$ cat src/rtl/flowmon_pkg.sv
package flowmon_pkg;

  localparam int REG_SEL_W = 5;
  localparam int ALU_OP_W  = 4;
  localparam int EXT_SEL_W = 2;
  localparam int OPC_W     = 6;
  localparam int STATE_W   = 4;

  // register select codes
  localparam logic [REG_SEL_W-1:0] SEL_RS   = REG_SEL_W'(0);
  localparam logic [REG_SEL_W-1:0] SEL_RT   = REG_SEL_W'(1);
  localparam logic [REG_SEL_W-1:0] SEL_RD   = REG_SEL_W'(2);
  localparam logic [REG_SEL_W-1:0] SEL_LINK = REG_SEL_W'(30);
  localparam logic [REG_SEL_W-1:0] SEL_PC   = REG_SEL_W'(31);

  // ALU function codes
  localparam logic [ALU_OP_W-1:0] ALU_ADD  = ALU_OP_W'(1);
  localparam logic [ALU_OP_W-1:0] ALU_INC4 = ALU_OP_W'(2);

  // opcodes understood at dispatch
  localparam logic [OPC_W-1:0] OPC_NOP  = OPC_W'(0);
  localparam logic [OPC_W-1:0] OPC_ADD  = OPC_W'(1);
  localparam logic [OPC_W-1:0] OPC_LOAD = OPC_W'(2);
  localparam logic [OPC_W-1:0] OPC_MULT = OPC_W'(3);

  // observed control word, fields in sequencer column order
  typedef struct packed {
    logic                 ld_ir;
    logic [REG_SEL_W-1:0] reg_sel;
    logic                 reg_wr;
    logic                 reg_en;
    logic                 ld_a;
    logic                 ld_b;
    logic [ALU_OP_W-1:0]  alu_op;
    logic                 alu_en;
    logic                 ld_ma;
    logic                 mem_wr;
    logic                 mem_en;
    logic [EXT_SEL_W-1:0] ext_sel;
    logic                 imm_en;
  } ctl_vec_t;

  localparam int CV_W = $bits(ctl_vec_t);

  typedef enum logic [STATE_W-1:0] {
    S_FETCH_0 = 4'd0,
    S_FETCH_1 = 4'd1,
    S_FETCH_2 = 4'd2,
    S_FETCH_3 = 4'd3,
    S_NOP_0   = 4'd4,
    S_ADD_0   = 4'd5,
    S_ADD_1   = 4'd6,
    S_ADD_2   = 4'd7,
    S_LOAD_0  = 4'd8,
    S_MULT_0  = 4'd9,
    S_FAULT   = 4'd15
  } mon_state_e;

  // Value every cared field must carry in a state.
  function automatic ctl_vec_t spec_value(mon_state_e s);
    ctl_vec_t v;
    v = '0;
    case (s)
      S_FETCH_0: begin
        v.reg_sel = SEL_PC; v.reg_en = 1'b1; v.ld_a = 1'b1; v.ld_ma = 1'b1;
      end
      S_FETCH_1: begin
        v.ld_ir = 1'b1; v.mem_en = 1'b1;
      end
      S_FETCH_2: begin
        v.reg_sel = SEL_PC; v.reg_wr = 1'b1; v.reg_en = 1'b1;
        v.alu_op = ALU_INC4; v.alu_en = 1'b1;
      end
      S_ADD_0: begin
        v.reg_sel = SEL_RS; v.reg_en = 1'b1; v.ld_a = 1'b1;
      end
      S_ADD_1: begin
        v.reg_sel = SEL_RT; v.reg_en = 1'b1; v.ld_b = 1'b1;
      end
      S_ADD_2: begin
        v.reg_sel = SEL_RD; v.reg_wr = 1'b1; v.alu_op = ALU_ADD; v.alu_en = 1'b1;
      end
      default: v = '0;
    endcase
    return v;
  endfunction

  // Per-state mask: 1 = field is compared, 0 = don't-care.
  function automatic ctl_vec_t spec_care(mon_state_e s);
    ctl_vec_t c;
    c = '1;
    case (s)
      S_FETCH_0: begin
        c.ld_b = 1'b0; c.alu_op = '0; c.mem_wr = 1'b0; c.ext_sel = '0;
      end
      S_FETCH_1: begin
        c.reg_sel = '0; c.reg_wr = 1'b0; c.ld_b = 1'b0; c.alu_op = '0; c.ext_sel = '0;
      end
      S_FETCH_2: begin
        c.ld_b = 1'b0; c.ld_ma = 1'b0; c.mem_wr = 1'b0; c.ext_sel = '0;
      end
      S_FETCH_3: begin
        c.reg_sel = '0; c.reg_wr = 1'b0; c.ld_a = 1'b0; c.ld_b = 1'b0;
        c.alu_op = '0; c.ld_ma = 1'b0; c.mem_wr = 1'b0; c.ext_sel = '0;
      end
      S_NOP_0: begin
        c.reg_sel = '0; c.alu_op = '0; c.ext_sel = '0;
      end
      S_ADD_0, S_ADD_1, S_ADD_2: c = '1;
      default: c = '0;
    endcase
    return c;
  endfunction

  function automatic logic opcode_known(logic [OPC_W-1:0] opc);
    return (opc == OPC_NOP) || (opc == OPC_ADD) || (opc == OPC_LOAD) || (opc == OPC_MULT);
  endfunction

  function automatic mon_state_e dispatch_target(logic [OPC_W-1:0] opc);
    case (opc)
      OPC_NOP:  return S_NOP_0;
      OPC_ADD:  return S_ADD_0;
      OPC_LOAD: return S_LOAD_0;
      OPC_MULT: return S_MULT_0;
      default:  return S_FAULT;
    endcase
  endfunction

  // Successor of a state after a legal step.
  function automatic mon_state_e seq_successor(mon_state_e s, logic [OPC_W-1:0] opc);
    case (s)
      S_FETCH_0: return S_FETCH_1;
      S_FETCH_1: return S_FETCH_2;
      S_FETCH_2: return S_FETCH_3;
      S_FETCH_3: return dispatch_target(opc);
      S_ADD_0:   return S_ADD_1;
      S_ADD_1:   return S_ADD_2;
      S_NOP_0, S_ADD_2, S_LOAD_0, S_MULT_0: return S_FETCH_0;
      default:   return S_FAULT;
    endcase
  endfunction

endpackage

$ cat src/rtl/flowmon_align.sv
module flowmon_align #(
  parameter int DEPTH = 1,
  parameter int W     = 8
) (
  input  logic         clk,
  input  logic         rst_n,
  input  logic         in_valid,
  input  logic [W-1:0] in_data,
  output logic         out_valid,
  output logic [W-1:0] out_data
);

  if (DEPTH == 0) begin : g_direct
    assign out_valid = in_valid;
    assign out_data  = in_data;
  end else begin : g_pipe
    for (genvar g = 0; g < DEPTH; g++) begin : g_stage
      logic         vq;
      logic [W-1:0] dq;
      logic         vin;
      logic [W-1:0] din;
      if (g == 0) begin : g_head
        assign vin = in_valid;
        assign din = in_data;
      end else begin : g_link
        assign vin = g_stage[g-1].vq;
        assign din = g_stage[g-1].dq;
      end
      always_ff @(posedge clk or negedge rst_n) begin
        if (!rst_n) begin
          vq <= 1'b0;
          dq <= '0;
        end else begin
          vq <= vin;
          dq <= din;
        end
      end
    end
    assign out_valid = g_stage[DEPTH-1].vq;
    assign out_data  = g_stage[DEPTH-1].dq;

    if (DEPTH == 1) begin : g_chk
      AST_ALIGN_ONE_STAGE: assert property (@(posedge clk) disable iff (!rst_n)
        out_valid |-> $past(in_valid));
    end
  end

endmodule

$ cat src/rtl/flowmon_compare.sv
module flowmon_compare
  import flowmon_pkg::*;
(
  input  mon_state_e state,
  input  ctl_vec_t   observed,
  output ctl_vec_t   field_err,
  output logic       vec_match
);

  ctl_vec_t expect_v;
  ctl_vec_t care_v;

  assign expect_v  = spec_value(state);
  assign care_v    = spec_care(state);
  assign field_err = (observed ^ expect_v) & care_v;
  assign vec_match = (field_err == '0);

endmodule

$ cat src/rtl/flowmon_fsm.sv
module flowmon_fsm
  import flowmon_pkg::*;
(
  input  logic             clk,
  input  logic             rst_n,
  input  logic             step_valid,
  input  logic             step_match,
  input  logic [OPC_W-1:0] step_opcode,
  output mon_state_e       state_q,
  output logic             pred_q,
  output logic             fault_q
);

  mon_state_e state_d;
  logic       evt_miss;
  logic       evt_fault_entry;
  logic       evt_accept;

  always_comb begin
    state_d = state_q;
    if (state_q != S_FAULT && step_valid) begin
      state_d = step_match ? seq_successor(state_q, step_opcode) : S_FAULT;
    end
  end

  assign evt_miss        = step_valid && !step_match && (state_q != S_FAULT);
  assign evt_fault_entry = (state_d == S_FAULT) && (state_q != S_FAULT);
  assign evt_accept      = (state_d == S_FETCH_0) && (state_q != S_FETCH_0);

  always_ff @(posedge clk or negedge rst_n) begin
    if (!rst_n) begin
      state_q <= S_FETCH_0;
    end else begin
      state_q <= state_d;
    end
  end

  always_ff @(posedge clk or negedge rst_n) begin
    if (!rst_n) begin
      pred_q <= 1'b1;
    end else if (evt_fault_entry) begin
      pred_q <= 1'b0;
    end
  end

  always_ff @(posedge clk or negedge rst_n) begin
    if (!rst_n) begin
      fault_q <= 1'b0;
    end else if (evt_fault_entry) begin
      fault_q <= 1'b1;
    end
  end

  AST_FAULT_ABSORB: assert property (@(posedge clk) disable iff (!rst_n)
    state_q == S_FAULT |=> state_q == S_FAULT);
  AST_PRED_STICKY: assert property (@(posedge clk) disable iff (!rst_n)
    !pred_q |=> !pred_q);
  AST_PRED_VS_FAULT: assert property (@(posedge clk) disable iff (!rst_n)
    pred_q != fault_q);
  AST_MISS_TO_FAULT: assert property (@(posedge clk) disable iff (!rst_n)
    evt_miss |=> (fault_q && state_q == S_FAULT));
  AST_IDLE_HOLD: assert property (@(posedge clk) disable iff (!rst_n)
    !step_valid |=> $stable(state_q));
  AST_ADD_RETURN: assert property (@(posedge clk) disable iff (!rst_n)
    (state_q == S_ADD_2 && step_valid && step_match) |=> state_q == S_FETCH_0);
  AST_BAD_OPCODE: assert property (@(posedge clk) disable iff (!rst_n)
    (state_q == S_FETCH_3 && step_valid && step_match && !opcode_known(step_opcode))
      |=> state_q == S_FAULT);
  AST_ACCEPT_SOURCE: assert property (@(posedge clk) disable iff (!rst_n)
    evt_accept |-> (state_q == S_NOP_0 || state_q == S_ADD_2 ||
                    state_q == S_LOAD_0 || state_q == S_MULT_0));

endmodule

$ cat src/rtl/flow_monitor.sv
module flow_monitor
  import flowmon_pkg::*;
#(
  parameter int TAP_LAT     = 1,
  parameter int MAX_TAP_LAT = 2
) (
  input  logic                 clk,
  input  logic                 rst_n,
  input  logic                 tap_valid,
  input  logic                 tap_ld_ir,
  input  logic [REG_SEL_W-1:0] tap_reg_sel,
  input  logic                 tap_reg_wr,
  input  logic                 tap_reg_en,
  input  logic                 tap_ld_a,
  input  logic                 tap_ld_b,
  input  logic [ALU_OP_W-1:0]  tap_alu_op,
  input  logic                 tap_alu_en,
  input  logic                 tap_ld_ma,
  input  logic                 tap_mem_wr,
  input  logic                 tap_mem_en,
  input  logic [EXT_SEL_W-1:0] tap_ext_sel,
  input  logic                 tap_imm_en,
  input  logic [OPC_W-1:0]     tap_opcode,
  output logic                 flow_ok,
  output logic                 fault_flag,
  output logic [STATE_W-1:0]   mon_state
);

  localparam int PAD      = MAX_TAP_LAT - TAP_LAT;
  localparam int BUNDLE_W = CV_W + OPC_W;

  ctl_vec_t            obs_raw;
  ctl_vec_t            obs_al;
  logic [OPC_W-1:0]    opc_al;
  logic                valid_al;
  logic [BUNDLE_W-1:0] bundle_in;
  logic [BUNDLE_W-1:0] bundle_al;
  ctl_vec_t            field_err;
  logic                vec_match;
  mon_state_e          state_q;
  logic                pred_q;
  logic                fault_q;

  always_comb begin
    obs_raw.ld_ir   = tap_ld_ir;
    obs_raw.reg_sel = tap_reg_sel;
    obs_raw.reg_wr  = tap_reg_wr;
    obs_raw.reg_en  = tap_reg_en;
    obs_raw.ld_a    = tap_ld_a;
    obs_raw.ld_b    = tap_ld_b;
    obs_raw.alu_op  = tap_alu_op;
    obs_raw.alu_en  = tap_alu_en;
    obs_raw.ld_ma   = tap_ld_ma;
    obs_raw.mem_wr  = tap_mem_wr;
    obs_raw.mem_en  = tap_mem_en;
    obs_raw.ext_sel = tap_ext_sel;
    obs_raw.imm_en  = tap_imm_en;
  end

  assign bundle_in = {tap_opcode, obs_raw};

  flowmon_align #(.DEPTH(PAD), .W(BUNDLE_W)) u_align (
    .clk       (clk),
    .rst_n     (rst_n),
    .in_valid  (tap_valid),
    .in_data   (bundle_in),
    .out_valid (valid_al),
    .out_data  (bundle_al)
  );

  assign obs_al = bundle_al[CV_W-1:0];
  assign opc_al = bundle_al[BUNDLE_W-1:CV_W];

  flowmon_compare u_compare (
    .state     (state_q),
    .observed  (obs_al),
    .field_err (field_err),
    .vec_match (vec_match)
  );

  flowmon_fsm u_fsm (
    .clk         (clk),
    .rst_n       (rst_n),
    .step_valid  (valid_al),
    .step_match  (vec_match),
    .step_opcode (opc_al),
    .state_q     (state_q),
    .pred_q      (pred_q),
    .fault_q     (fault_q)
  );

  assign flow_ok    = pred_q;
  assign fault_flag = fault_q;
  assign mon_state  = state_q;

  AST_STORE_IN_ADD: assert property (@(posedge clk) disable iff (!rst_n)
    (valid_al && state_q == S_ADD_2 && obs_al.mem_wr) |=> fault_flag);
  AST_ERR_NOT_CARED: assert property (@(posedge clk) disable iff (!rst_n)
    (valid_al && state_q == S_FETCH_3 && field_err == '0 && opcode_known(opc_al))
      |=> flow_ok);

endmodule

$ cat config.mk
export PLATFORM = sky130hd
export DESIGN_NAME = flow_monitor
export DESIGN_NICKNAME = d
export VERILOG_FILES = /design/src/rtl/flowmon_pkg.sv /design/src/rtl/flowmon_align.sv /design/src/rtl/flowmon_compare.sv /design/src/rtl/flowmon_fsm.sv /design/src/rtl/flow_monitor.sv
export SDC_FILE = /design/constraint.sdc
export NUM_CORES = 1
export LEC_CHECK = 0
export BUFFER_PORTS_ARGS = -buffer_cell sky130_fd_sc_hd__buf_2
export CORE_MARGIN = 8
export CORE_UTILIZATION = 49
export CTS_BUF_LIST = sky130_fd_sc_hd__clkbuf_4
export CTS_CLUSTER_SIZE = 20
export DETAILED_ROUTE_END_ITERATION = 10
export HOLD_SLACK_MARGIN = 0.15
export PLACE_DENSITY = 0.83
export SYNTH_ARGS = -nofsm -noshare
export SYNTH_HDL_FRONTEND = slang
export SYNTH_SLANG_ARGS = --single-unit
$ cat constraint.sdc
create_clock -name clk -period 2.2 [get_ports clk]
set_clock_uncertainty 0.05 [all_clocks]
set_input_delay 0.44 -clock clk [delete_from_list [all_inputs] [get_ports clk]]
set_output_delay 0.44 -clock clk [all_outputs]
set_load 0.005 [all_outputs]
# Yosys cells after proc, flatten, opt, wreduce, memory -nomap -nowiden
# Index checks and enable logic that the tools add are counted.
[word_totals]
latch_bits = 0
mem_count = 0
out_inout_bits = 6
input_bits = 30
word_cells = 61
ram_bits = 0
rom_bits = 0
ff_bits = 34
[op_classes]
div = 0
magnitude_cmp = 0
shifts = 0
eq_ne = 14
mux = 21
multipliers = 0
n_reduce_logical = 19
addsub = 0
bitwise_logic = 2
[op_table]
columns = ["cell", "n"]
rows = [
  ["$pmux 4 s7", 1],
  ["$and 21x21->21", 1],
  ["$logic_not 21->1", 1],
  ["$xor 21x21->21", 1],
  ["$eq 4x3->1 const B", 4],
  ["$pmux 4 s4", 1],
  ["$reduce_or 4->1", 4],
  ["$pmux 5 s3", 1],
  ["$eq 4x4->1 const B", 3],
  ["$eq 6x2->1 const B", 2],
  ["$mux 1", 12],
  ["$mux 4", 3],
  ["$reduce_or 6->1", 2],
  ["$reduce_or 5->1", 2],
  ["$eq 4x2->1 const B", 2],
  ["$reduce_or 8->1", 1],
  ["$reduce_or 7->1", 1],
  ["$eq 6x1->1 const B", 1],
  ["$logic_not 6->1", 1],
  ["$pmux 3 s2", 1],
  ["$reduce_or 2->1", 3],
  ["$mux 5", 1],
  ["$eq 4x1->1 const B", 1],
  ["$logic_not 4->1", 1],
  ["other kinds (4)", 5],
]

# Depth between registers and ports, before layout
# Gate-level depths: netlist (run 1).
[logic_depth]
ltp_word = 10
ltp_mapped = 8
mapped_depth_nobuf = 6

# Hierarchy
# A second synthesis (run 1) with hierarchy kept.
[unflattened]
cells_unflattened = 192
area_unflattened_um2 = 1835.5
[modules_own_cells]
columns = ["mod", "n_inst", "area_per_inst_um2", "seq_area_each_um2", "cells_each"]
rows = [
  ["flowmon_compare", 1, 755.7, 0.0, 127],
  ["flowmon_align", 1, 700.7, 700.7, 28],
  ["flowmon_fsm", 1, 379.1, 151.4, 37],
]

# Worst setup path after synthesis (run 1)
# Ideal clock, no wire load.
[synth_timing]
path_type = "register to register"
from = "reg u_fsm.state_q[0]"
to = "reg u_fsm.fault_q"
stages_incl_launch_ff = 7
path_slack_ns = 0.050
n_path_buf = 0
required_time_ns = 2.030
period_less_slack_ns = 2.150
setup_time_ns = 0.120
arrival_time_ns = 1.980
path_cell_list = "dfrtp_1 -> or4b_1 -> a31oi_1 -> nor4_1 -> a41o_1 -> or3_4 -> a31o_1"
[synth_via]
elab_chain_cells = 10
word_cells_on_any_way = 51
classes_between = "eq/ne: 11; mux: 20; bitwise: 2; reduce/logical: 18"
[synth_rtl]
columns = ["item", "line", "text"]
rows = [
  ["start, declared", "flowmon_fsm.sv:9", "output mon_state_e state_q,"],
  ["start signal, assigned", "flowmon_fsm.sv:34", "state_q <= state_d;"],
  ["$eq 4x2->1, or another cell as far along", "flowmon_pkg.sv:63, flowmon_pkg.sv:92, flowmon_pkg.sv:131", ""],
  ["$reduce_or 2->1 (no line) or $reduce_or 4->1 (tied branches)", "n/a", ""],
  ["$pmux 5 s3 or $mux 1 (tied branches)", "flowmon_pkg.sv:63", "case (s)"],
  ["$xor 21x21->21", "flowmon_compare.sv:15", "assign field_err = (observed ^ expect_v) & care_v;"],
  ["$and 21x21->21", "flowmon_compare.sv:15", ""],
  ["$logic_not 21->1", "flowmon_compare.sv:16", "assign vec_match = (field_err == '0);"],
  ["$mux 4", "flowmon_fsm.sv:22", "state_d = step_match ? seq_successor(state_q, step_opcode) : S_FAULT;"],
  ["$mux 4", "flowmon_fsm.sv:21", "if (state_q != S_FAULT && step_valid) begin"],
  ["$eq 4x4->1", "flowmon_fsm.sv:27", "assign evt_fault_entry = (state_d == S_FAULT) && (state_q != S_FAULT);"],
  ["$logic_and 1x1->1 *", "flowmon_fsm.sv:27", ""],
  ["end signal, assigned", "flowmon_fsm.sv:48", "fault_q <= 1'b0;"],
  ["end signal, assigned", "flowmon_fsm.sv:50", "fault_q <= 1'b1;"],
  ["end, declared", "flowmon_fsm.sv:11", "output logic fault_q"],
]
# Every way passes the cells marked *; elsewhere a longest branch is shown, timed or not.
# A chain may end at the register's enable or synchronous reset.

# Worst setup path after layout (run 1)
[layout_timing]
from = "reg u_fsm.state_q[0]"
to = "reg u_fsm.state_q[2]"
[layout_via]
elab_chain_cells = 8
word_cells_on_any_way = 49
classes_between = "eq/ne: 10; mux: 20; bitwise: 2; reduce/logical: 17"
[layout_rtl]
columns = ["item", "line", "text"]
rows = [
  ["$eq 4x2->1, or another cell as far along", "flowmon_pkg.sv:63, flowmon_pkg.sv:92, flowmon_pkg.sv:131", ""],
  ["$reduce_or 2->1 (no line) or $reduce_or 4->1 (tied branches)", "n/a", ""],
  ["$pmux 5 s3 or $mux 1 (tied branches)", "flowmon_pkg.sv:63", ""],
  ["$xor 21x21->21", "flowmon_compare.sv:15", ""],
  ["$and 21x21->21", "flowmon_compare.sv:15", ""],
  ["$logic_not 21->1", "flowmon_compare.sv:16", ""],
  ["$mux 4", "flowmon_fsm.sv:22", ""],
  ["$mux 4 *", "flowmon_fsm.sv:21", ""],
  ["via u_fsm.state_d[2]", "flowmon_fsm.sv:14", "mon_state_e state_d;"],
]
# Mark *: on every way through the listed nets, which the timed path passes. The rest lies on a longest branch.

==> reports/metrics.cfg, run 1 <==
[outcome]
status=finished, violations left
violations=setup timing

[grt]
grt_overflow=0
grt_start_max_net_pins=35
grt_pass1_vias=1429
antenna_found_initial=0
grt_pass1_wl_mm=6.75
grtUsageTotal_pct=17.0

[placed_design]
place_inst=206
dp_slack_ns=-0.0484
dp_hpwl_mm=2.52
routabilityCongestion=0.894
io_buffers=35

[power_and_ir_drop]
total_power_w=0.00136
p_per_area_nw_per_um2=581
switching_power_w=0.000281
p_int_w=0.00108
swShare_pct=20.7
pwr-share-clk_pct=42.9
seq_power_share_pct=49.5
p_comb_share_pct=7.6
ir_drop_mv=0.439
power_leakage_nw=1.04

[cts]
h-tree-depth=2
cts.sinks=34
clock_path_buffers=2
clkSlewWorstSetupHoldPaths_ns=0.11
cts_made_buffers=5
cts_tree=yes
cts_root_buffer=clkbuf_4
insertion_delay_ns=0.34

[sta]
fin_crit_sh_pct=104
relSlewSlack_pct=51.4
final.hold.worst_slack_ns=0.435
hold_viol=0
tightest_slew_ns=0.729
slew_viol_final=0
setup_slack_ns=-0.0926
finalSetupViolCount=6
rsz0062_at_grt=yes
post-route-min-period_ns=2.29
max_freq_mhz=436

[min_path]
hold_path.class=reg2reg

[cells_and_area]
antenna-diode-count=0
area_delta_synth_final_pct=52.6
final_common_cell=buf_2
fin_cells=247
drive_gt1_share_pct=40.7
nets=243
layout_common_cells=35 x buf_2, 31 x dfrtp_1, 29 x dlygate4sd3_1, 20 x buf_4

[drt]
wl_per_cell_um=17.7
ant_nets=0
routed_wl_mm=4.37
drc=0
first_iter_violations=156
dr.pass1.iters=6
vias=1413
viasPerCell=5.72

[setup_path]
crit_fanout=5
critical_path_class=reg2reg
start_kind=register
cp.buffers_inverters=0
cp_top_family=simple AND/OR/NAND/NOR gates
path_cells=or4b_4, a31oi_4, nor4_2, a41o_1, or3_4, o22a_1
cp.arrival_ns=2.47
worstPathRequired_ns=2.38
slowest_stage=or4b_4
cp-end-kind=register
cpPeakStageDelay_ns=0.55

[floorplanning]
die-area_um2=5160
fp-row-count=20
die_w_um=71.9
io_pins=36
die_h_um=71.9
core_um2=3000
start_util_pct=50.9

[synth]
netlist_area_um2=1530
synth.distinct_cells=51
ys.flop_type=dfrtp_1
async_reset_ff_share_pct=100
synth_edf_count=0
ys_seq_area_share_pct=55.7
ys_warn_count=0
synth-seq-cells=34
syn_inst=126
syn_nets=156
avgSynthCellArea_um2=12.1

[job]
maxCapViolCount=0

==> synth_stat cells (2+ instances only) <==
| cell type | n | share of area [%] |
|---|---|---|
| a21oi_1 | 3 | 0.98 |
| a31oi_1 | 3 | 1.2 |
| buf_6 | 4 | 2.9 |
| clkbuf_4 | 2 | 0.98 |
| dfrtp_1 | 33 | 54 |
| inv_1 | 4 | 0.98 |
| nand2_1 | 5 | 1.2 |
| nand4_1 | 2 | 0.82 |
| nor2_1 | 7 | 1.7 |
| nor2b_1 | 2 | 0.82 |
| nor3_1 | 6 | 2.0 |
| nor4_1 | 2 | 0.82 |
| nor4b_1 | 4 | 2.3 |
| o21ai_0 | 5 | 1.6 |
| o22a_1 | 3 | 1.7 |
| o41ai_1 | 2 | 1.1 |
| or2b_2 | 2 | 1.1 |
| or4_1 | 2 | 0.98 |
| xnor2_1 | 3 | 1.7 |
==> sequential cells by signal, summed over array words and instances, names as in the netlist <==
| name | flops |
|---|---|
| u_fsm.pred_q | 1 |
| u_align.out_valid | 1 |
| u_fsm.state_q | 4 |
| u_align.out_data | 27 |
| u_fsm.fault_q | 1 |
==> final cells by class <==
| type | count | area, um^2 |
|---|---|---|
| clock buffers | 5 | 37.5 |
| clock inverters | 3 | 68.8 |
| inverters | 5 | 21.3 |
| multi-input cells | 80 | 652 |
| repair buffers | 87 | 658 |
| fillers | 176 | 669 |
| well taps | 33 | 41.3 |
| flip-flops and latches | 34 | 855 |
==> power groups by stage <==
stage	Combinational (W)	Clock (W)	Sequential, W
finish	0.000103	0.000582	0.000672
global route	0.000113	0.000618	0.000675
floorplan	0.0000193	0	0.000677
CTS	0.0000904	0.000586	0.000671
global placement	0.0000579	0	0.000680
detailed placement	0.0000608	0	0.000682
==> cell families (layout without fill, tap and decap cells) <==
| kind of cell | Yosys count | in the layout | share of synthesized area [%] |
|---|---|---|---|
| AO/OA/AOI/OAI | 31 | 31 | 16.7 |
| XOR/XNOR | 4 | 4 | 2.29 |
| buffers and inverters | 12 | 100 | 5.81 |
| flip-flops | 34 | 34 | 55.7 |
| multiplexers | 1 | 1 | 0.655 |
| AND/OR/NAND/NOR | 44 | 44 | 18.8 |
==> tightest hold or removal path, delay by kind of cell, from the launching register on <==
kind	cells	cell delay, ns
flip-flops	1	0.39
buffers and inverters	1	0.06
AO/OA/AOI/OAI	1	0.04
==> final timing paths <==
check / start / endpoint / slack, ns / cells after the start
max: u_fsm.state_q[0] / u_fsm.state_q[2] / -0.09 / 6
max reg2reg: u_fsm.state_q[0] / u_fsm.state_q[2] / -0.09 / 6
min reg2reg: u_fsm.pred_q / u_fsm.pred_q / 0.44 / 2
min: u_fsm.pred_q / u_fsm.pred_q / 0.44 / 2
max in group asynchronous: rst_n / u_fsm.state_q[0] / 0.95 / 2
min in group asynchronous: rst_n / u_fsm.fault_q / 0.64 / 2
==> metrics by stage <==
| step | utilization (%) | TNS [ns] | area [um^2] |
|---|---|---|---|
| finish | 77.7 | -0.431 | 2330 |
| global route | 77.7 | -0.660 | 2330 |
| CTS | 74.0 | -0.0118 | 2220 |
| detailed placement | 60.6 | -0.141 | 1820 |
| global placement | 60.6 | 0 | 1820 |
| floorplan | - | 0 | 1530 |
==> timing repair <==
| item | CTS | global route |
|---|---|---|
| hold endpoints to repair | 53 | 8 |
| gates resized for setup | 8 | 7 |
| setup buffers | 4 | 0 |
| pin swaps | 7 | 8 |
| hold buffers | 21 | 8 |
| endpoints found under the setup margin | 6 | 6 |
==> routing by layer <==
layer | track usage (%) | routed length [um] | vias to the layer above
met5 | 0 | 0 | -
met4 | 5.90 | 200 | 0
met3 | 8.09 | 389 | 20
met2 | 27.3 | 2100 | 74
met1 | 19.1 | 1680 | 673
li1 | - | - | 646
Note: power is estimated with default switching activity, not from simulation.
==> inputs of run 2 (changes only) <==
--- a/config.mk
+++ b/config.mk
@@ -5,14 +5,14 @@
 export SDC_FILE = /design/constraint.sdc
 export NUM_CORES = 1
 export LEC_CHECK = 0
-export BUFFER_PORTS_ARGS = -buffer_cell sky130_fd_sc_hd__buf_2
+export BUFFER_PORTS_ARGS = -buffer_cell sky130_fd_sc_hd__clkbuf_2
 export CORE_MARGIN = 8
-export CORE_UTILIZATION = 49
+export CORE_UTILIZATION = 48
 export CTS_BUF_LIST = sky130_fd_sc_hd__clkbuf_4
 export CTS_CLUSTER_SIZE = 20
 export DETAILED_ROUTE_END_ITERATION = 10
 export HOLD_SLACK_MARGIN = 0.15
-export PLACE_DENSITY = 0.83
+export PLACE_DENSITY = 0.81
 export SYNTH_ARGS = -nofsm -noshare
 export SYNTH_HDL_FRONTEND = slang
 export SYNTH_SLANG_ARGS = --single-unit
==> constraint.sdc (replaced) <==
create_clock -name clk -period 2.2 [get_ports clk]
set_clock_uncertainty 0.05 [all_clocks]
set_input_delay 0.22 -clock clk [delete_from_list [all_inputs] [get_ports clk]]
set_output_delay 0.22 -clock clk [all_outputs]
set_load 0.005 [all_outputs]
==> run 2 against run 1 <==
Effect of this change: the flow still finishes with violations (setup timing); worst setup slack better by 0.0071 ns; die area up 1.6%; clock-buffer cell count unchanged; clock power decreased by 43%; highest routed layer unchanged.
==> reports/metrics.cfg, run 2 (synthesis gave the netlist of run 1 again) <==
[power_and_ir_drop]
power_leakage_nw=0.985  ; -5.7%
total_power_w=0.00111  ; -18%
switching_power_w=0.000266  ; -5.3%
p_comb_share_pct=9.5  ; +1.9 points
seq_power_share_pct=60.7  ; +11 points
swShare_pct=24.1  ; +3.3 points
pwr-share-clk_pct=29.8  ; -13 points
p_int_w=0.000840  ; -22%
p_per_area_nw_per_um2=496  ; -15%
ir_drop_mv=0.309  ; -30%

[setup_path]
slowest_stage=or4b_1
cpPeakStageDelay_ns=0.53  ; -0.02 ns
cp.arrival_ns=2.46  ; about the same
cp-end-kind=register
critical_path_class=reg2reg
cp.buffers_inverters=0  ; unchanged
worstPathRequired_ns=2.38  ; about the same
crit_fanout=6  ; +1
start_kind=register
cp_top_family=simple AND/OR/NAND/NOR gates
path_cells=or4b_1, a31oi_1, nor4_1, a41o_1, or3_4, a31o_1

[placed_design]
dp_hpwl_mm=2.60  ; +3.1%
dp_slack_ns=-0.0603  ; -0.0119 ns
io_buffers=35  ; unchanged
routabilityCongestion=0.968  ; +8.3%
place_inst=214  ; +3.9%

[floorplanning]
fp-row-count=20  ; unchanged
io_pins=36  ; unchanged
start_util_pct=50.1  ; -0.83 points
core_um2=3050  ; +1.7%
die-area_um2=5250  ; +1.6%
die_h_um=72.4  ; +0.81%
die_w_um=72.4  ; +0.81%

[drt]
routed_wl_mm=4.14  ; -5.2%
dr.pass1.iters=4  ; -2
drc=0  ; unchanged
ant_nets=0  ; unchanged
vias=1358  ; -3.9%
first_iter_violations=99  ; -37%
wl_per_cell_um=16.4  ; -7.1%
viasPerCell=5.39  ; -5.8%

[cells_and_area]
final_common_cell=clkbuf_2
nets=237  ; -2.5%
largest_reg_flops=27  ; unchanged
finish.utilization_pct=73.0  ; -4.7 points
layout_common_cells=35 x clkbuf_2, 31 x dfrtp_1, 29 x dlygate4sd3_1, 14 x buf_4, 7 x nor2_1
antenna-diode-count=0  ; unchanged
area_delta_synth_final_pct=45.7
fin_cells=252  ; +2.0%
drive_gt1_share_pct=36.1  ; -4.6 points

[sta]
post-route-min-period_ns=2.29  ; -0.00714 ns
setup_slack_ns=-0.0855  ; +0.00714 ns
max_freq_mhz=438  ; +0.31%
slew_viol_final=0  ; unchanged
rsz0062_at_grt=yes
hold_viol=0  ; unchanged
finalSetupViolCount=5  ; -1
fin_crit_sh_pct=104  ; -0.32 points
tightest_slew_ns=0.819  ; +0.0894 ns
relSlewSlack_pct=45.4  ; -6.0 points

[grt]
grt_pass1_wl_mm=6.58  ; -2.5%
grt_pass1_vias=1381  ; -3.4%
antenna_found_initial=0  ; unchanged
grtUsageTotal_pct=16.4  ; -0.59 points
grt_start_max_net_pins=35  ; unchanged
grt_overflow=0  ; unchanged

[cts]
cts_root_buffer=clkbuf_4
clkSlewWorstSetupHoldPaths_ns=0.11  ; about the same
h-tree-depth=2  ; unchanged
cts_tree=yes
cts_made_buffers=5  ; unchanged
cts.sinks=34  ; unchanged
clock_path_buffers=2  ; unchanged
insertion_delay_ns=0.33  ; about the same

[outcome]
violations=setup timing
status=finished, violations left

[job]
maxCapViolCount=0  ; unchanged

[min_path]
hold_path.class=in2async

run 2: cell count changes in the layout (fill, tap and decap cells not counted), sizes merged:
cell | before | now
bufinv | 2 | 0
clkinvlp | 0 | 1
clkinv | 1 | 2
clkbuf | 5 | 40
buf | 58 | 17
run 2: final timing paths:
path,to,cells past startpoint,startpoint,slack (ns)
setup / recovery,u_fsm.fault_q,6,u_fsm.state_q[0],-0.09
max in group asynchronous,u_fsm.state_q[0],2,rst_n,1.09
hold / removal,u_align.out_data[12],2,rst_n,0.45
hold reg to reg,u_fsm.pred_q,2,u_fsm.pred_q,0.46
min in group clk,u_fsm.pred_q,2,u_fsm.pred_q,0.46
setup reg to reg,u_fsm.fault_q,6,u_fsm.state_q[0],-0.09
run 2: power groups by stage:
stage	Clock (W)	Combinational, W	Sequential [W]
floorplan	0	0.0000193	0.000677
global placement	0	0.0000581	0.000681
detailed placement	0	0.0000604	0.000682
CTS	0.000344	0.000102	0.000670
global route	0.000372	0.000115	0.000674
finish	0.000330	0.000105	0.000671
run 2: cell type report:
class	count	area [um^2]
sequential	34	855
inverter	5	21.3
timing repair buffer	81	604
clock buffer	5	37.5
tap	44	55.1
clock inverter	3	16.3
multi-input combinational	80	639
fill	231	825
run 2: through the flow:
stage / cell area [um^2] / hold slack (ns) / setup TNS, ns
6_report: 2230 / 0.452 / -0.267
5_1_grt: 2230 / 0.452 / -0.662
4_1_cts: 2170 / 0.444 / -0.183
3_5_place_dp: 1810 / 0.280 / -0.210
3_3_place_gp: 1810 / 0.278 / 0
2_1_floorplan: 1530 / -0.126 / 0
run 2: routing by layer:
layer / GRT usage, % / routed length [um] / up-vias
li1: - / - / 635
met3: 6.61 / 291 / 6
met4: 6.44 / 38 / 0
met2: 28.4 / 2140 / 61
met1: 17.3 / 1670 / 656
met5: 0 / 0 / -
run 2: timing repair:
action / 4_1_cts / 5_1_grt
hold buffers: 29 / 0
endpoints found under the hold margin: 61 / 0
pin swaps: 0 / 6
buffers inserted: 0 / 1
gates resized for setup: 4 / 8
endpoints found under the setup margin: 6 / 6
==> inputs of run 3 (changes only) <==
--- a/config.mk
+++ b/config.mk
@@ -12,7 +12,8 @@
 export CTS_CLUSTER_SIZE = 20
 export DETAILED_ROUTE_END_ITERATION = 10
 export HOLD_SLACK_MARGIN = 0.15
-export PLACE_DENSITY = 0.81
+export PLACE_DENSITY = 0.8
 export SYNTH_ARGS = -nofsm -noshare
 export SYNTH_HDL_FRONTEND = slang
+export SYNTH_HIERARCHICAL = 1
 export SYNTH_SLANG_ARGS = --single-unit
==> run 3 against run 2 <==
Effect of this change: the flow still finishes with violations (setup timing); utilization fell by 0.65 points; synthesized area is 5.8% higher; total power increased by 18%.
==> reports/metrics.cfg, run 3 <==
[floorplanning]
die_h_um=74.1  ; +2.2%
fp-row-count=21  ; +5.0%
io_pins=36  ; unchanged
start_util_pct=49.3  ; -0.82 points
core_um2=3280  ; +7.6%
die_w_um=74.1  ; +2.2%
die-area_um2=5480  ; +4.5%

[cts]
h-tree-depth=2  ; unchanged
clock_path_buffers=2  ; unchanged
cts_root_buffer=clkbuf_4
clkSlewWorstSetupHoldPaths_ns=0.09  ; -0.02 ns
cts.sinks=34  ; unchanged
cts_made_buffers=5  ; unchanged
insertion_delay_ns=0.34  ; about the same
cts_tree=yes

[cells_and_area]
largest_reg_flops=27  ; unchanged
layout_common_cells=35 x clkbuf_2, 30 x dfrtp_1, 29 x dlygate4sd3_1, 16 x buf_4, 10 x a21oi_1
design_area_um2=2380  ; +6.6%
regArea_um2=856  ; +0.15%
drive_gt1_share_pct=36.4  ; +0.31 points
antenna-diode-count=0  ; unchanged
final_common_cell=clkbuf_2
fillers=225  ; -2.6%
area_delta_synth_final_pct=46.9
multi_input_area_um2=737  ; +15%
fin_cells=277  ; +9.9%
nets=260  ; +9.7%

[placed_design]
io_buffers=35  ; unchanged
place_inst=237  ; +11%
placed_cell_area_um2=1940  ; +7.1%
dp_hpwl_mm=2.76  ; +6.3%
routabilityCongestion=0.901  ; -6.9%

[sta]
rsz0062_at_grt=yes
setup_slack_ns=-0.336  ; -0.250 ns
slew_viol_final=0  ; unchanged
tns_ns=-1.03  ; -0.766 ns
max_freq_mhz=394  ; -9.9%
finalSetupViolCount=5  ; unchanged
hold_viol=0  ; unchanged
post-route-min-period_ns=2.54  ; +0.250 ns
relSlewSlack_pct=48.2  ; +2.7 points
tightest_slew_ns=0.777  ; -0.0412 ns
fin_crit_sh_pct=115  ; +11 points

[power_and_ir_drop]
seq_power_share_pct=52.8  ; -7.9 points
ir_drop_mv=0.396  ; +28%
switching_power_w=0.000363  ; +36%
p_int_w=0.000947  ; +13%
swShare_pct=27.7  ; +3.6 points
power_leakage_nw=1.05  ; +7.1%
pwr-share-clk_pct=24.7  ; -5.1 points
p_comb_share_pct=22.5  ; +13 points
p_per_area_nw_per_um2=551  ; +11%

[drt]
first_iter_violations=104  ; +5.1%
ant_nets=0  ; unchanged
wl_per_cell_um=14.6  ; -11%
routed_wl_mm=4.06  ; -2.0%
drc=0  ; unchanged
viasPerCell=5.30  ; -1.6%
dr.pass1.iters=4  ; unchanged
vias=1469  ; +8.2%

[grt]
antenna_found_initial=0  ; unchanged
grt_pass1_vias=1636  ; +18%
grt_pass1_wl_mm=6.99  ; +6.2%
grtUsageTotal_pct=16.6  ; +0.23 points
grt_start_max_net_pins=35  ; unchanged
grt_overflow=0  ; unchanged

[synth]
syn_nets=181  ; +16%
ys_warn_count=6  ; +6
avgSynthCellArea_um2=10.7  ; -12%
netlist_area_um2=1620  ; +5.8%
syn_inst=151  ; +20%

[setup_path]
cp_top_family=compound AO/OA/AOI/OAI gates
cp-end-kind=register
cpPeakStageDelay_ns=0.44  ; -0.09 ns
critical_path_class=reg2reg
cp.arrival_ns=2.71  ; +0.25 ns
start_kind=register
path_cells=buf_12, buf_4, o21ai_0, a32oi_1, a211o_1, nor4_4, o2111ai_2, o32a_1, a41o_1
cp.buffers_inverters=2  ; +2
crit_fanout=16  ; +10
slowest_stage=dfrtp_2
worstPathRequired_ns=2.37  ; about the same

[min_path]
hold_path.class=reg2reg

[outcome]
violations=setup timing
status=finished, violations left

[job]
maxCapViolCount=0  ; unchanged

[run 3: per-stage QoR]
step | worst slack, ns | utilization (%) | hold WS (ns) | total power (W)
2_1_floorplan | -0.206 | - | -0.126 | 0.000828
3_3_place_gp | -0.261 | 59.1 | 0.278 | 0.000905
3_5_place_dp | -0.355 | 59.1 | 0.280 | 0.000917
4_1_cts | -0.370 | 70.6 | 0.420 | 0.00129
5_1_grt | -0.441 | 72.3 | 0.447 | 0.00138
6_report | -0.336 | 72.3 | 0.419 | 0.00131
[run 3: cell type report]
type                    count  area share [%]
flip-flops and latches     34            36.0
multi-input cells          99            31.0
repair buffers             83            27.2
well taps                  46            2.42
clock buffers               5            1.58
inverters                   7            1.11
clock inverters             3           0.685
[run 3: worst paths after layout]
kind | end | depth (start not counted) | start | slack [ns]
max | u_fsm/fault_q | 9 | u_fsm/state_q[2] | -0.34
min | u_fsm/pred_q | 2 | u_fsm/pred_q | 0.42
max reg2reg | u_fsm/fault_q | 9 | u_fsm/state_q[2] | -0.34
min reg2reg | u_fsm/pred_q | 2 | u_fsm/pred_q | 0.42
max in group asynchronous | u_fsm/state_q[0] | 2 | rst_n | 1.12
min in group asynchronous | u_align/out_data[3] | 2 | rst_n | 0.43
[run 3: timing repair]
action                     in CTS  in global routing
buffers inserted                3                  0
hold endpoints to repair       61                  0
hold buffers                   29                  0
pin swaps                       0                  3
setup endpoints to repair       5                  6
gates resized for setup         0                  9
[run 3: metal layers]
layer	track usage, %	part of all wire [%]
met1	16.6	37
met3	4.99	5.0
met5	0	0
met2	29.6	54
met4	9.98	3.1
[run 3: worst register-to-register path: stages (launching register included)]
cell and delay (ns):
dfrtp_2 0.44, buf_12 0.15, buf_4 0.15, o21ai_0 0.07
a32oi_1 0.14, a211o_1 0.35, nor4_4 0.33, o2111ai_2 0.18
o32a_1 0.37, a41o_1 0.22
[run 3: power groups by stage]
stage | clock network, W | registers (W) | logic (W)
2_1_floorplan | 0 | 0.000696 | 0.000132
3_3_place_gp | 0 | 0.000702 | 0.000203
3_5_place_dp | 0 | 0.000704 | 0.000213
4_1_cts | 0.000331 | 0.000691 | 0.000269
5_1_grt | 0.000358 | 0.000697 | 0.000323
6_report | 0.000323 | 0.000692 | 0.000295
